**src/rtl/hs_deglitch_pkg.sv**
```systemverilog
package hs_deglitch_pkg;
  localparam int unsigned NUM_LINES = 2;
  localparam int unsigned LINE_REQ  = 0;
  localparam int unsigned LINE_ACK  = 1;

  typedef enum logic [1:0] {
    WIN_BYPASS = 2'b00,
    WIN_SHORT  = 2'b01,
    WIN_MID    = 2'b10,
    WIN_LONG   = 2'b11
  } win_code_e;

  function automatic int unsigned win_cycles(input int unsigned win_ps,
                                             input int unsigned clk_ps);
    return (win_ps + clk_ps - 1) / clk_ps;
  endfunction
endpackage

```
**src/rtl/hs_sync2.sv**
```systemverilog
module hs_sync2 (
  input  logic clk,
  input  logic rst,
  input  logic d_async,
  output logic d_sync
);
  logic meta_q;

  always_ff @(posedge clk) begin
    if (rst) begin
      meta_q <= 1'b0;
      d_sync <= 1'b0;
    end else begin
      meta_q <= d_async;
      d_sync <= meta_q;
    end
  end
endmodule

```
**src/rtl/hs_width_qual.sv**
```systemverilog
module hs_width_qual #(
  parameter int unsigned CNT_W = 4
) (
  input  logic             clk,
  input  logic             rst,
  input  logic             din,
  input  logic [CNT_W-1:0] limit,
  output logic             q,
  output logic             rise,
  output logic             fall
);
  logic [CNT_W-1:0] run_cnt;
  logic             take;

  // Accept the new level on the limit-th consecutive differing sample.
  assign take = (limit == '0) || (run_cnt >= limit - 1'b1);

  always_ff @(posedge clk) begin
    if (rst) begin
      q       <= 1'b0;
      rise    <= 1'b0;
      fall    <= 1'b0;
      run_cnt <= '0;
    end else begin
      rise <= 1'b0;
      fall <= 1'b0;
      if (din == q) begin
        run_cnt <= '0;
      end else if (take) begin
        q       <= din;
        rise    <= din;
        fall    <= ~din;
        run_cnt <= '0;
      end else begin
        run_cnt <= run_cnt + 1'b1;
      end
    end
  end
endmodule

```
**src/rtl/hs_cfg_reg.sv**
```systemverilog
module hs_cfg_reg #(
  parameter int unsigned ADDR_W    = 4,
  parameter logic [ADDR_W-1:0] CTRL_ADDR = 'hD,
  parameter logic [7:0]  RESET_VAL = 8'h40
) (
  input  logic              clk,
  input  logic              rst,
  input  logic              we,
  input  logic [ADDR_W-1:0] addr,
  input  logic [7:0]        wdata,
  output logic [7:0]        rdata,
  output logic [1:0]        win_code
);
  logic [7:0] ctrl_q;
  logic       hit;

  assign hit      = (addr == CTRL_ADDR);
  assign win_code = ctrl_q[7:6];

  always_ff @(posedge clk) begin
    if (rst) begin
      ctrl_q <= RESET_VAL;
      rdata  <= 8'h00;
    end else begin
      if (we && hit) ctrl_q <= wdata;
      rdata <= hit ? ctrl_q : 8'h00;
    end
  end
endmodule

```
**src/rtl/hs_deglitch_top.sv**
```systemverilog
module hs_deglitch_top #(
  parameter int unsigned ADDR_W   = 4,
  parameter int unsigned CLK_PS   = 25000,
  parameter int unsigned WIN1_PS  = 12000,
  parameter int unsigned WIN2_PS  = 24000,
  parameter int unsigned WIN3_PS  = 35000
) (
  input  logic              clk,
  input  logic              rst,
  input  logic              cfg_we,
  input  logic [ADDR_W-1:0] cfg_addr,
  input  logic [7:0]        cfg_wdata,
  output logic [7:0]        cfg_rdata,
  input  logic              req_async,
  input  logic              ack_async,
  output logic              req_clean,
  output logic              ack_clean,
  output logic              req_rise,
  output logic              req_fall,
  output logic              ack_rise,
  output logic              ack_fall
);
  import hs_deglitch_pkg::*;

  localparam int unsigned N1    = win_cycles(WIN1_PS, CLK_PS);
  localparam int unsigned N2    = win_cycles(WIN2_PS, CLK_PS);
  localparam int unsigned N3    = win_cycles(WIN3_PS, CLK_PS);
  localparam int unsigned CNT_W = (N3 < 2) ? 1 : $clog2(N3 + 1);

  logic [1:0]       win_code;
  logic [CNT_W-1:0] limit;
  logic [NUM_LINES-1:0] raw, synced, clean, rise, fall;

  hs_cfg_reg #(.ADDR_W(ADDR_W), .CTRL_ADDR(ADDR_W'('hD)), .RESET_VAL(8'h40)) u_cfg (
    .clk(clk), .rst(rst), .we(cfg_we), .addr(cfg_addr),
    .wdata(cfg_wdata), .rdata(cfg_rdata), .win_code(win_code)
  );

  always_comb begin
    case (win_code_e'(win_code))
      WIN_BYPASS: limit = '0;
      WIN_SHORT:  limit = CNT_W'(N1);
      WIN_MID:    limit = CNT_W'(N2);
      default:    limit = CNT_W'(N3);
    endcase
  end

  assign raw[LINE_REQ] = req_async;
  assign raw[LINE_ACK] = ack_async;

  for (genvar i = 0; i < NUM_LINES; i++) begin : g_line
    hs_sync2 u_sync (.clk(clk), .rst(rst), .d_async(raw[i]), .d_sync(synced[i]));
    hs_width_qual #(.CNT_W(CNT_W)) u_qual (
      .clk(clk), .rst(rst), .din(synced[i]), .limit(limit),
      .q(clean[i]), .rise(rise[i]), .fall(fall[i])
    );
  end

  assign req_clean = clean[LINE_REQ];
  assign ack_clean = clean[LINE_ACK];
  assign req_rise  = rise[LINE_REQ];
  assign req_fall  = fall[LINE_REQ];
  assign ack_rise  = rise[LINE_ACK];
  assign ack_fall  = fall[LINE_ACK];
endmodule

```
**config.mk**
```make
export PLATFORM = sky130hd
export DESIGN_NAME = hs_deglitch_top
export DESIGN_NICKNAME = d
export VERILOG_FILES = /design/src/rtl/hs_deglitch_pkg.sv /design/src/rtl/hs_sync2.sv /design/src/rtl/hs_width_qual.sv /design/src/rtl/hs_cfg_reg.sv /design/src/rtl/hs_deglitch_top.sv
export SDC_FILE = /design/constraint.sdc
export NUM_CORES = 1
export LEC_CHECK = 0
export ABC_AREA = 1
export CAP_MARGIN = 10
export CORE_UTILIZATION = 45
export DETAILED_ROUTE_END_ITERATION = 8
export PLACE_DENSITY = 0.76
export SYNTH_ARGS = -nofsm -noshare
export SYNTH_HDL_FRONTEND = slang
export SYNTH_SLANG_ARGS = --single-unit
```
**constraint.sdc**
```tcl
create_clock -name clk -period 1.6 [get_ports clk]
set_input_delay 0.32 -clock clk [delete_from_list [all_inputs] [get_ports clk]]
set_output_delay 0.32 -clock clk [all_outputs]
set_load 0.01 [all_outputs]
```
==> metrics.cfg <==
[synthesis]
yosys.cell_count.top_type = dfxtp_1
synth_edf_count = 0
yosys.area_share.simple_pct = 23.8
synthCells = 127
synth_common_cells = 30 x dfxtp_1, 22 x inv_1, 18 x nand2_1
synth_top_family_by_area = simple AND/OR/NAND/NOR gates
yosysTopAreaCell = dfxtp_1
netlist_top_cells_area = dfxtp_1 55%, inv_1 7.6%, nand2_1 6.2%
synth_area_mm2 = 0.00109
synth-adder-area-share_pct = 4.58
ys_seq_elements = 30
ys.warnings.count = 0
synth_top_area_share_pct = 54.9
synthMuxAreaShare_pct = 0
yosysUniqueCellTypes = 16
synth-async-reset-ratio_pct = 0
synth_area_per_cell_um2 = 8.61
syn_nets = 148
synth-compound-area-share_pct = 5.03
synth-seq-area-share_pct = 54.9
ys.flop_type = dfxtp_1
synth_xor_xnor_area_share_pct = 3.20

[timing]
tns_ps = 0
fin_skew_ps = 12.9
clock.fmax_mhz = 649
setup_violations = 0
finalMaxSlewViolations = 0
hold_slack_ps = 394
hold_viol = 0
min_period_ps = 1540
period_share_pct = 96.3
tightest_slew_ps = 385
fin_ws_ps = 59.2
relSlewSlack_pct = 74.2

[worst_setup_path]
critical_path.top_delay_family = adder cells
path_class = flip-flop to flip-flop
crit_path_cell_trace = inv_1, ha_1, inv_1, ha_1, inv_1, nand2_1, nand2_2, nand2_4, nor3b_2
slowest_delay_ps = 340
crit_required_ps = 1810
startpoint = u_cfg.ctrl_q[6]
r2r-start = u_cfg.ctrl_q[6]
critPathBufInv = 3
worstSetupStartpointType = flip-flop
crit_fanout = 4
r2r_slack_ps = 60
cp_slowest_cell = dfxtp_2
path_common_cell = inv_1
arrival_ps = 1750
endpoint_kind = flip-flop

[placement]
place_ws_ps = 81.1
place_area_mm2 = 0.00143
gp_congestion = 0.758
hpwlAfterDp_mm = 1.48
portBuffers = 30

[route]
drtIter0Drc = 15
drc = 0
vias_per_cell = 4.68
wl_mm = 2.11
wl_per_cell_um = 11.0
dr.pass1.iters = 4
vias = 898
ant_nets = 0

[layout]
final_area_mm2 = 0.00161
fin_nets = 184
antenna_cells = 0
syn_to_final_growth_pct = 46.9
drive_above_1_share_pct = 19.5

[global_routing]
grt_pass1_wl_mm = 3.31
grt_pass1_vias = 807
grt_antenna_before_repair = 0
grt_usage_pct = 18.3
overflow = 0
grt_max_degree = 14

[clock_network]
hold_buffers = 0
clock_path_buffers = 2
clk_latency_ps = 330
cts_tree = done
cts_max_level = 2
cts_setup_buffers = 0
cts.clk_slew.worst_paths_ps = 90
cts.sinks = 30
cts_buffers = 5
cts_root_buf = clkbuf_4

[floorplanning]
rows = 17
ios = 31
initial_core_util_pct = 48.5
coreArea_mm2 = 0.00225
die_x_um = 51.3
chipHeight_um = 51.3
dieArea_mm2 = 0.00263

[pwr]
ir_drop_uv = 1150
p_per_area_mw_per_mm2 = 1030
p_leak_uw = 0.000661
p_total_uw = 1650

[run_status]
outcome = finished, final reports clean

[min_path]
hp-class = flip-flop to flip-flop
hp-start = g_line[0].u_sync.meta_q

[job]
drv_cap = 0

-- power by group --
part	switching [uW]	total [uW]	internal, uW
Combinational	46.2	103	57.2
Sequential	6.52	765	758
Clock	256	785	529
-- stage by stage --
| step | std cells | util, % |
|---|---|---|
| 2_1_floorplan | 127 | - |
| 3_3_place_gp | 184 | 63.3 |
| 3_5_place_dp | 184 | 63.3 |
| 4_1_cts | 192 | 68.2 |
| 5_1_grt | 192 | 71.3 |
| 6_report | 192 | 71.3 |
-- cells by family (layout without fill, tap and decap cells) --
family | after synthesis | after routing
buf+inv | 24 | 61
flops | 30 | 30
xor+xnor | 4 | 4
fa+ha+maj | 4 | 4
compound gates | 11 | 11
simple gates | 54 | 54
-- registers in the layout, indices dropped and copies added (netlist names) --
signal	cells
g_line.u_qual.fall	2
g_line.u_qual.q	2
g_line.u_qual.rise	2
g_line.u_qual.run_cnt	4
g_line.u_sync.d_sync	2
g_line.u_sync.meta_q	2
u_cfg.ctrl_q	8
u_cfg.rdata	8
-- metal layers --
layer / wire [um] / vias up / part of all wire [%] / track usage (%)
met5: 0 / - / 0 / 0
met4: 43 / 0 / 2.0 / 12.6
met3: 96 / 4 / 4.5 / 8.33
met2: 1110 / 24 / 53 / 29.8
met1: 859 / 406 / 41 / 18.6
li1: - / 464 / - / -
-- worst min-delay path, delay by kind of cell (launching register included) --
| family | cells | cell delay, ps |
|---|---|---|
| and+or+nand+nor | 1 | 30 |
| buffers and inverters | 1 | 40 |
| DFF | 1 | 300 |
-- path summary, 6_finish.rpt --
check                       endpoint  cells after the start
min          g_line[0].u_sync.d_sync                      2
max            g_line[1].u_qual.fall                      9
min reg2reg  g_line[0].u_sync.d_sync                      2
max reg2reg    g_line[1].u_qual.fall                      9
-- cell usage in the layout (no fill, tap or decap), drive strengths merged, types with 4 or more instances in the layout --
cell           synthesis  layout
nor2                  15      15
a21oi                 11      11
inv                   22      22
nand3                 11      11
nand2                 22      22
ha                     4       4
nor3                   4       4
clkbuf                 1       6
dfxtp                 30      30
clkdlybuf4s50          0      29
-- layout make-up --
type | count | area, um2
multi-input cells | 73 | 463
inverters | 22 | 82.6
clock inverters | 2 | 60.1
flip-flops and latches | 30 | 604
repair buffers | 31 | 310
clock buffers | 6 | 51.3
fillers | 192 | 648
well taps | 28 | 35.0
-- repair_timing --
item	CTS	global route
gates resized for setup	0	21
endpoints found under the setup margin	0	12
hold endpoints to repair	0	0
Note: power is estimated with default switching activity, not from simulation.
